## src/rtl/lvl_irq_pkg.sv

```systemverilog
// Package: shared constants and the rank type for the leveled interrupt controller.
// Assumes levels fit in 3 bits and tie-break ranks fit in 4 bits.
package lvl_irq_pkg;
    localparam int LVL_W    = 3;
    localparam int SUB_W    = 4;
    localparam int SUB_MAX  = 8;
    localparam int VEC_BASE = 64;
    localparam int VEC_SPUR = 24;
    localparam logic [LVL_W-1:0] LVL_TOP = 3'd7;

    // Ordering key: comparing as a packed value puts level first, then rank.
    typedef struct packed {
        logic [LVL_W-1:0] lvl;
        logic [SUB_W-1:0] sub;
    } rank_t;
endpackage

```

## src/rtl/irq_evt_sync.sv

```systemverilog
// Two-flop synchronizer for the event strobe bank.
// Assumes each strobe is at least one clock wide in this clock domain.
module irq_evt_sync #(
    parameter int N_SRC = 32
) (
    input  logic             clk,
    input  logic             rst_n,
    input  logic [N_SRC-1:0] evt_i,
    output logic [N_SRC-1:0] evt_o
);
    logic [N_SRC-1:0] stage1;

    // Shift the raw strobes through both stages.
    always_ff @(posedge clk) begin
        if (!rst_n) begin
            stage1 <= '0;
            evt_o  <= '0;
        end else begin
            stage1 <= evt_i;
            evt_o  <= stage1;
        end
    end
endmodule

```

## src/rtl/irq_pend_bank.sv

```systemverilog
// Sticky pending flags, one per source. A flag is set by a synchronized event
// and cleared only by an acknowledge naming that source; when both happen on
// the same edge, the set wins. Assumes ack_idx is below N_SRC when ack_vld is high.
module irq_pend_bank #(
    parameter int N_SRC = 32,
    localparam int IDX_W = $clog2(N_SRC)
) (
    input  logic             clk,
    input  logic             rst_n,
    input  logic [N_SRC-1:0] set_i,
    input  logic             ack_vld,
    input  logic [IDX_W-1:0] ack_idx,
    output logic [N_SRC-1:0] pend_o
);
    for (genvar g = 0; g < N_SRC; g++) begin : g_pend
        logic clr;
        assign clr = ack_vld && (ack_idx == IDX_W'(g));

        // Hold one flag: a set has priority over a clear.
        always_ff @(posedge clk) begin
            if (!rst_n)
                pend_o[g] <= 1'b0;
            else
                pend_o[g] <= set_i[g] | (pend_o[g] & ~clr);
        end
    end
endmodule

```

## src/rtl/irq_cfg_regs.sv

```systemverilog
// Per-source configuration: level, tie-break rank (saturated at SUB_MAX) and block bit.
// One source is written per cycle. Reset leaves every source blocked at level 0.
module irq_cfg_regs
    import lvl_irq_pkg::*;
#(
    parameter int N_SRC = 32,
    localparam int IDX_W = $clog2(N_SRC)
) (
    input  logic               clk,
    input  logic               rst_n,
    input  logic               wr,
    input  logic [IDX_W-1:0]   idx,
    input  logic [LVL_W-1:0]   lvl,
    input  logic [SUB_W-1:0]   sub,
    input  logic               dis,
    output rank_t [N_SRC-1:0]  rank_o,
    output logic [N_SRC-1:0]   dis_o
);
    logic [SUB_W-1:0] sub_sat;

    // Clamp the written rank to the legal range.
    always_comb begin
        sub_sat = (sub > SUB_W'(SUB_MAX)) ? SUB_W'(SUB_MAX) : sub;
    end

    for (genvar g = 0; g < N_SRC; g++) begin : g_cfg
        // Store the configuration of one source.
        always_ff @(posedge clk) begin
            if (!rst_n) begin
                rank_o[g] <= '0;
                dis_o[g]  <= 1'b1;
            end else if (wr && idx == IDX_W'(g)) begin
                rank_o[g] <= '{lvl: lvl, sub: sub_sat};
                dis_o[g]  <= dis;
            end
        end
    end
endmodule

```

## src/rtl/irq_rank_sel.sv

```systemverilog
// Picks the eligible source with the largest rank key. On equal keys the
// lower index wins, because only a strictly larger key replaces the current best.
// Purely combinational.
module irq_rank_sel
    import lvl_irq_pkg::*;
#(
    parameter int N_SRC = 32,
    localparam int IDX_W = $clog2(N_SRC)
) (
    input  logic [N_SRC-1:0]  elig_i,
    input  rank_t [N_SRC-1:0] rank_i,
    output logic              win_vld,
    output logic [IDX_W-1:0]  win_idx,
    output rank_t             win_rank
);
    // Scan the sources from index 0 upward and keep the best candidate.
    always_comb begin
        win_vld  = 1'b0;
        win_idx  = '0;
        win_rank = '0;
        for (int i = 0; i < N_SRC; i++) begin
            if (elig_i[i] && (!win_vld || rank_i[i] > win_rank)) begin
                win_vld  = 1'b1;
                win_idx  = IDX_W'(i);
                win_rank = rank_i[i];
            end
        end
    end
endmodule

```

## src/rtl/lvl_irq_ctrl.sv

```systemverilog
// Top of the two-tier prioritized interrupt controller. It synchronizes the
// event strobes, keeps the sticky pending flags, ranks the eligible sources,
// gates the winner against the core mask, and answers vector fetches one cycle later.
// Assumes N_SRC + 64 fits in 8 bits.
module lvl_irq_ctrl
    import lvl_irq_pkg::*;
#(
    parameter int N_SRC = 32,
    localparam int IDX_W = $clog2(N_SRC)
) (
    input  logic             clk,
    input  logic             rst_n,
    input  logic [N_SRC-1:0] src_evt,
    input  logic             glb_en,
    input  logic             cfg_wr,
    input  logic [IDX_W-1:0] cfg_idx,
    input  logic [2:0]       cfg_lvl,
    input  logic [3:0]       cfg_sub,
    input  logic             cfg_dis,
    input  logic             ack_vld,
    input  logic [IDX_W-1:0] ack_idx,
    input  logic [2:0]       core_mask,
    output logic             irq_req,
    output logic [2:0]       irq_lvl,
    input  logic             vec_rd,
    output logic             vec_vld,
    output logic [7:0]       vec_num
);
    logic [N_SRC-1:0]  evt_sync;
    logic [N_SRC-1:0]  pend;
    rank_t [N_SRC-1:0] rank;
    logic [N_SRC-1:0]  dis;
    logic [N_SRC-1:0]  elig;
    logic              win_vld;
    logic [IDX_W-1:0]  win_idx;
    rank_t             win_rank;
    logic              lvl_pass;

    irq_evt_sync #(.N_SRC(N_SRC)) u_sync (
        .clk   (clk),
        .rst_n (rst_n),
        .evt_i (src_evt),
        .evt_o (evt_sync)
    );

    irq_pend_bank #(.N_SRC(N_SRC)) u_pend (
        .clk     (clk),
        .rst_n   (rst_n),
        .set_i   (evt_sync),
        .ack_vld (ack_vld),
        .ack_idx (ack_idx),
        .pend_o  (pend)
    );

    irq_cfg_regs #(.N_SRC(N_SRC)) u_cfg (
        .clk    (clk),
        .rst_n  (rst_n),
        .wr     (cfg_wr),
        .idx    (cfg_idx),
        .lvl    (cfg_lvl),
        .sub    (cfg_sub),
        .dis    (cfg_dis),
        .rank_o (rank),
        .dis_o  (dis)
    );

    for (genvar g = 0; g < N_SRC; g++) begin : g_elig
        assign elig[g] = pend[g] & ~dis[g] & (rank[g].lvl != '0);
    end

    irq_rank_sel #(.N_SRC(N_SRC)) u_sel (
        .elig_i   (elig),
        .rank_i   (rank),
        .win_vld  (win_vld),
        .win_idx  (win_idx),
        .win_rank (win_rank)
    );

    // Compare the winner's level with the mask; the top level bypasses the mask.
    always_comb begin
        lvl_pass = (win_rank.lvl > core_mask) || (win_rank.lvl == LVL_TOP);
        irq_req  = glb_en && win_vld && lvl_pass;
        irq_lvl  = irq_req ? win_rank.lvl : '0;
    end

    // Register the vector answer for a fetch.
    always_ff @(posedge clk) begin
        if (!rst_n) begin
            vec_vld <= 1'b0;
            vec_num <= '0;
        end else begin
            vec_vld <= vec_rd;
            if (vec_rd)
                vec_num <= irq_req ? 8'(VEC_BASE) + 8'(win_idx) : 8'(VEC_SPUR);
        end
    end
endmodule

```

## config.mk

```make
export PLATFORM = sky130hd
export DESIGN_NAME = lvl_irq_ctrl
export DESIGN_NICKNAME = d
export VERILOG_FILES = /design/src/rtl/lvl_irq_pkg.sv /design/src/rtl/irq_evt_sync.sv /design/src/rtl/irq_pend_bank.sv /design/src/rtl/irq_cfg_regs.sv /design/src/rtl/irq_rank_sel.sv /design/src/rtl/lvl_irq_ctrl.sv
export SDC_FILE = /design/constraint.sdc
export NUM_CORES = 1
export LEC_CHECK = 0
export BUFFER_PORTS_ARGS = -buffer_cell sky130_fd_sc_hd__buf_2
export CORE_AREA = 3 3 216 218
export DETAILED_ROUTE_END_ITERATION = 8
export DIE_AREA = 0 0 219 221
export PLACE_DENSITY = 0.82
export SYNTH_ARGS = -nofsm -noshare
export SYNTH_HDL_FRONTEND = slang
export SYNTH_SLANG_ARGS = --single-unit
```

## constraint.sdc

```tcl
create_clock -name clk -period 202.9 [get_ports clk]
set_input_delay 40.58 -clock clk [delete_from_list [all_inputs] [get_ports clk]]
set_output_delay 40.58 -clock clk [all_outputs]
set_load 0.01 [all_outputs]
```

==> reports/metrics.cfg, run 1 <==
[run]
drv_cap = 0

[synth]
synth_common_cells = nand2_1, dfxtp_1, nor2_1, mux2i_1, a21oi_1
synth_area_per_cell_sq_um = 7.87
ys.flop_type = dfxtp_1
ys_seq_area_share_pct = 29.3
netlist_area_sq_um = 24500
yosys.area.top_type = dfxtp_1
synth_edf_count = 0
postSynth.asyncResetShare_pct = 0
synth_area_leaders = dfxtp_1, mux2i_1, ha_1
synth_top_cell_area_share_pct = 29.3
syn_inst = 3113
yosysWarnings = 0
synth_seq_cells = 359
yosysUniqueCellTypes = 120
yosysMostFrequentCell = nand2_1

[global_routing]
grt.overflow.total = 0
grt_pass1_vias = 21300
grt_pass1_wl_microns = 111000
grt_max_degree = 174
grt_use_total_pct = 27.5
antenna_found_initial = 8

[setup_path]
r2r_cells = 315
crit_path_start_kind = flop
crit_path_end = irq_lvl[2]
r2r-end = vec_num[3]
crit_start = u_pend.pend_o[0]
cp-end-kind = output pin
worstPathArrival_ns = 67.19
crit_required_ns = 162.32
slowest_delay_ns = 0.91
crit_top_cell = o21ai_0
reg2reg_from = u_pend.pend_o[0]
ff2ff_setup_slack_ns = 136.20
worstPathMaxFanout = 17
slowest_stage = o21ai_0
path_class = reg -> out

[power_and_ir_drop]
cellLeakagePower_uw = 0.0111
p_seq_share_pct = 47.2
comb_power_share_pct = 5.8
powerDensity_nw_per_um2 = 5.81
power.switching_uw = 37.1
clock_power_share_pct = 47.0
peakVddDrop_uv = 6.02
p_int_uw = 117
swShare_pct = 24.1

[routing]
drtPass1Iterations = 5
m1WireLength_microns = 30000
vias = 22700
via_per_inst = 6.08
routed.top_layer = met5
drt_wl_total_microns = 68400
dr_wl_met3_microns = 4820
ant_nets = 0
drt_drc_violations_left = 0
drtIter0Drc = 2298
drt-wirelength-per-cell_microns = 18.4
met2_length_microns = 31400

[clocking]
cts_buffer_depth = 3
cts_tree = done
cts.repair.resized = 0
clock_sinks = 359
postCtsSetupBuffers = 0
insertion_delay_ns = 0.54
cts_buffers = 38
cts.clk_slew.worst_paths_ns = 0.06
cts-hold-fix-buffers = 0
cts_root_buf = clkbuf_16
h-tree-depth = 2

[floorplanning]
die-area_sq_um = 48400
die_w_microns = 219
coreArea_sq_um = 45100
ios = 72
start_util_pct = 54.4
fp-row-count = 78
die_h_microns = 221

[layout]
syn2layout_area_growth_pct = 8.15
drive_gt1_share_pct = 8.91
layout.cells.non_filler = 3725
nets = 3322

[sta]
fmax_mhz = 9.28
drv_slew = 0
hold_viol_final = 0
worstMarginPinSlew_ns = 1.20
setup_violations = 0
min_period_over_period_pct = 53.1
finalCriticalPeriod_ns = 107.77
tns_ns = 0
rsz0062_at_grt = no
relSlewSlack_pct = 19.5
skew_ns = 0.0239

[place]
gp_congestion = 0.968
dp_hpwl_microns = 49400
numPortBuffers = 69
place_inst = 3651

[status]
outcome = finished clean

[min_path]
hold_class = reg -> reg

-- critical path, delay by kind of cell, from the launching register on --
kind / cells / cell delay (ns)
buffers and inverters: 15 / 1.41
AOI/OAI and AO/OA: 150 / 32.95
adders and majority gates: 37 / 11.09
DFF: 1 / 0.33
and+or+nand+nor: 100 / 16.40
muxes: 14 / 4.35
-- flip-flops by register name (all words and copies together) (netlist names) --
signal	count
u_cfg.rank_o	224
u_pend.pend_o	32
vec_vld	1
vec_num	6
u_sync.evt_o	32
u_sync.stage1	32
u_cfg.dis_o	32
-- layer usage --
metal  vias up  track usage [%]
met4         4             8.70
met3       169             3.82
met2       826             44.8
li1      11000                -
met1     10700             37.7
met5         -                0
-- power groups by stage --
| stage | registers [uW] | logic, uW | clock network, uW |
|---|---|---|---|
| global route | 72.8 | 9.76 | 75.8 |
| global placement | 74.2 | 8.61 | 0 |
| CTS | 72.7 | 8.81 | 73.0 |
| finish | 72.8 | 8.99 | 72.4 |
| detailed placement | 74.3 | 8.74 | 0 |
| floorplan | 73.8 | 6.12 | 0 |
-- cell usage in the layout, fill, tap and decap left out, types with 14 or more instances in the layout --
cell type  instances
nand2_1          398
dfxtp_1          359
nor2_1           302
mux2i_1          224
a21oi_1          202
inv_1            187
ha_1             172
o21ai_0          154
nand3_1           98
and2_1            93
buf_2             68
nor3_1            59
nor2b_1           48
clkbuf_16         39
nand2b_1          38
xnor2_1           36
nand4_1           31
or3_1             28
o211ai_1          28
mux2_2            28
o21a_1            22
a211oi_1          21
nor4_1            20
a31oi_1           20
buf_4             20
and3_1            19
nor3b_1           18
or2_2             15
a21o_1            15
o31ai_1           14
o21ai_1           14
-- cells by family (layout without fill, tap and decap cells) --
logic type      after synthesis  after routing  share of synthesized area (%)
simple gates               1218           1218                           23.6
compound gates              704            704                           19.9
buf+inv                     341            346                           5.32
other cells                   1              8                         0.0153
mux                         262            262                           11.0
xor+xnor                     49             49                           1.78
fa+ha+maj                   179            179                           9.07
flops                       359            359                           29.3
-- final cells by class --
class,count,area [sq um]
inverter,190,721
tap,600,751
clock inverter,21,246
clock buffer,47,1050
sequential,359,7190
timing repair buffer,88,490
fill,3982,18600
multi-input combinational,2414,16100
antenna,6,15.0
-- through the flow --
stage               utilization (%)  power, uW  hold WS [ns]  setup slack, ns  cell area (sq um)
floorplan                         -       79.9         0.406           102.58              24500
global placement               55.9       82.9         0.413            98.68              25200
detailed placement             55.9       83.0         0.419            96.77              25200
CTS                            58.8        155         0.424            95.98              26500
global route                   58.8        158         0.447            88.61              26500
finish                         58.8        154         0.429            95.13              26500
-- how the worst min path moves through the flow --
stage | startpoint | to | slack, ns | cells past startpoint
global placement | u_sync.evt_o[31] | u_pend.pend_o[31] | 0.41 | 2
CTS | u_sync.evt_o[30] | u_pend.pend_o[30] | 0.42 | 2
floorplan | u_sync.stage1[24] | u_sync.evt_o[24] | 0.41 | 1
global route | u_sync.stage1[26] | u_sync.evt_o[26] | 0.45 | 1
finish | u_sync.stage1[26] | u_sync.evt_o[26] | 0.43 | 1
detailed placement | u_sync.stage1[23] | u_sync.evt_o[23] | 0.42 | 1
Power figures use the tool's default switching activity.
==> inputs of run 2 (changes only) <==
--- a/config.mk
+++ b/config.mk
@@ -5,11 +5,12 @@
 export SDC_FILE = /design/constraint.sdc
 export NUM_CORES = 1
 export LEC_CHECK = 0
+export ABC_AREA = 1
 export BUFFER_PORTS_ARGS = -buffer_cell sky130_fd_sc_hd__buf_2
-export CORE_AREA = 3 3 216 218
+export CORE_AREA = 3 3 203 205
 export DETAILED_ROUTE_END_ITERATION = 8
-export DIE_AREA = 0 0 219 221
-export PLACE_DENSITY = 0.82
+export DIE_AREA = 0 0 206 208
+export PLACE_DENSITY = 0.83
 export SYNTH_ARGS = -nofsm -noshare
 export SYNTH_HDL_FRONTEND = slang
 export SYNTH_SLANG_ARGS = --single-unit
==> constraint.sdc (replaced) <==
create_clock -name clk -period 104.7 [get_ports clk]
set_input_delay 20.94 -clock clk [delete_from_list [all_inputs] [get_ports clk]]
set_output_delay 20.94 -clock clk [all_outputs]
set_load 0.01 [all_outputs]
==> run 2 against run 1 <==
  * Power is 100% higher
  * Worst setup slack worse by 55 ns
  * Area after synthesis is 11% lower
  * Critical endpoint is now irq_lvl[1]
  * Sequential power grew 95%
==> reports/metrics.cfg, run 2 <==
[power_and_ir_drop]
powerDensity_nw_per_um2 = 13.1  ; +120%
peakVddDrop_uv = 16.1  ; +170%
cellLeakagePower_uw = 0.0120  ; +8.5%

[synth]
synth_edf_count = 0  ; unchanged
yosysWarnings = 0  ; unchanged
synth_top_cell_area_share_pct = 33.0  ; +3.7 points
synth-compound-area-share_pct = 18.1  ; -1.8 points
synth-xor-area-share_pct = 0  ; -1.8 points
synth_area_per_cell_sq_um = 6.67  ; -15%
netlist_area_sq_um = 21800  ; -11%
yosysUniqueCellTypes = 43  ; -64%
yosys.area_share.simple_pct = 28.9  ; +5.3 points
ys.flop_type = dfxtp_1
synthAdderAreaFrac_pct = 9.89  ; +0.82 points
muxShareOfSynthArea_pct = 0  ; -11 points
postSynth.asyncResetShare_pct = 0  ; unchanged
synth_common_cells = nand2_1, inv_1, o21ai_0, dfxtp_1, nor2_1
synth_area_leaders = dfxtp_1, nand2_1, ha_1
synth_seq_cells = 359  ; unchanged
ys_seq_area_share_pct = 33.0  ; +3.7 points
synth_top_family_by_area = simple AND/OR/NAND/NOR gates
yosys.area.top_type = dfxtp_1
syn_inst = 3262  ; +4.8%
yosysMostFrequentCell = nand2_1

[status]
outcome = finished clean

[sta]
worstMarginPinSlew_ns = 1.21  ; +0.00890 ns
finalCriticalPeriod_ns = 65.06
skew_ns = 0.0186  ; -0.00532 ns
setup_violations = 0  ; unchanged
fmax_mhz = 15.4
tns_ns = 0  ; unchanged
drv_slew = 0  ; unchanged
worst_slack_ns = 39.64  ; -55.49 ns
min_period_over_period_pct = 62.1
rsz0062_at_grt = no
hold_viol_final = 0  ; unchanged
relSlewSlack_pct = 19.6  ; +0.14 points

[layout]
syn2layout_area_growth_pct = 8.84
drive_gt1_share_pct = 10.3  ; +1.4 points
multi_input_area_sq_um = 12400  ; -23%
layout_commonest_cell = nand2_1
diodes = 0  ; -6
seq_area_sq_um = 7190  ; unchanged
nets = 3495  ; +5.2%
utilization_pct = 59.7  ; +0.94 points
largest_reg_flops = 224  ; unchanged
final_cell_mix = nand2_1, inv_1, o21ai_0
regMostFlops = u_cfg.rank_o
fillerInstances = 3630  ; -8.8%

[setup_path]
crit_path_start_kind = flop
worstPathMaxFanout = 18  ; +1
cp-end-kind = output pin
crit_required_ns = 83.76  ; -78.56 ns
crit_top_cell = nand2_1
slowest_delay_ns = 0.49  ; -0.42 ns
r2r_cells = 296  ; -6.0%
ff2ff_setup_slack_ns = 61.17  ; -75.03 ns
path_class = reg -> out
slowest_stage = o21ai_0
worstPathArrival_ns = 44.12  ; -23.07 ns

[floorplanning]
die-area_sq_um = 42800  ; -11%
die_h_microns = 208  ; -5.9%
fp-row-count = 73  ; -6.4%
die_w_microns = 206  ; -5.9%
start_util_pct = 54.9  ; +0.52 points
coreArea_sq_um = 39600  ; -12%
ios = 72  ; unchanged

[min_path]
min_path_cells = 2  ; +1
hold_class = reg -> reg

[routing]
vias = 21100  ; -7.0%
via_per_inst = 5.52  ; -9.3%
drt-wirelength-per-cell_microns = 15.7  ; -15%
ant_nets = 0  ; unchanged
drt_drc_violations_left = 0  ; unchanged
drt_wl_total_microns = 59800  ; -13%
drtPass1Iterations = 6  ; +1
drtIter0Drc = 1917  ; -17%

[place]
dp_hpwl_microns = 42200  ; -15%
gp_congestion = 0.989  ; +2.2%
numPortBuffers = 69  ; unchanged
dp_slack_ns = 41.41  ; -55.36 ns

[clocking]
insertion_delay_ns = 0.56  ; +0.02 ns
cts_buffer_depth = 3  ; unchanged
clock_sinks = 359  ; unchanged
cts.clk_slew.worst_paths_ns = 0.06  ; about the same
cts_root_buf = clkbuf_16
cts_tree = done
h-tree-depth = 2  ; unchanged
postCtsSetupBuffers = 0  ; unchanged
cts_buffers = 38  ; unchanged
cts-hold-fix-buffers = 0  ; unchanged
cts.repair.resized = 0  ; unchanged

[global_routing]
grt.overflow.total = 0  ; unchanged
grt_max_degree = 120  ; -31%
antenna_found_initial = 2  ; -6
grt_use_total_pct = 27.2  ; -0.35 points
grt_pass1_wl_microns = 96400  ; -13%
grt_pass1_vias = 18900  ; -11%

[run]
drv_cap = 0  ; unchanged

## run 2: layout make-up
| class | instances | share of cell area [%] |
|---|---|---|
| Multi-Input combinational cell | 2345 | 52.3 |
| Sequential cell | 359 | 30.3 |
| Inverter | 441 | 6.99 |
| Clock buffer | 48 | 4.39 |
| Tap cell | 525 | 2.77 |
| Timing Repair Buffer | 79 | 1.81 |
| Clock inverter | 21 | 1.44 |
## run 2: critical path, delay by kind of cell, from the launching register on
kind | cells | cell delay [ns]
simple gates | 188 | 18.84
compound gates | 72 | 13.59
fa+ha+maj | 32 | 10.32
buf+inv | 4 | 0.38
flops | 1 | 0.36
## run 2: kinds of logic (layout without fill, tap and decap cells)
| family | Yosys count | after routing |
|---|---|---|
| AOI/OAI and AO/OA | 749 | 749 |
| buffers and inverters | 559 | 589 |
| and+or+nand+nor | 1422 | 1422 |
| adders and majority gates | 172 | 172 |
| other | 1 | 2 |
| DFF | 359 | 359 |
## run 2: report_power, final
group | internal [uW] | switching (uW) | leakage [uW]
Clock | 89.0 | 58.5 | 0.000669
Sequential | 140 | 2.30 | 0.00292
Combinational | 6.28 | 13.6 | 0.00845
## run 2: metal layers
layer / up-vias / global-route usage [%] / routed length [microns]
li1: 10600 / - / -
met1: 9492 / 38.2 / 26700
met2: 812 / 43.2 / 26400
met3: 136 / 3.58 / 4800
met4: 0 / 8.87 / 1910
met5: - / 0 / 0
## run 2: path summary, 6_finish.rpt
path                     startpoint          endpoint
setup / recovery    u_cfg.rank_o[4]        irq_lvl[1]
hold / removal    u_sync.stage1[24]  u_sync.evt_o[24]
setup reg to reg    u_cfg.rank_o[4]        vec_num[3]
hold reg to reg   u_sync.stage1[24]  u_sync.evt_o[24]
## run 2: per-stage QoR
stage / hold WS [ns] / area [sq um] / power [uW] / cells
CTS: 0.410 / 23700 / 310 / 3818
global placement: 0.392 / 22300 / 164 / 3749
floorplan: 0.386 / 21800 / 157 / 3263
detailed placement: 0.395 / 22300 / 164 / 3749
global route: 0.419 / 23700 / 318 / 3818
finish: 0.407 / 23700 / 309 / 3818
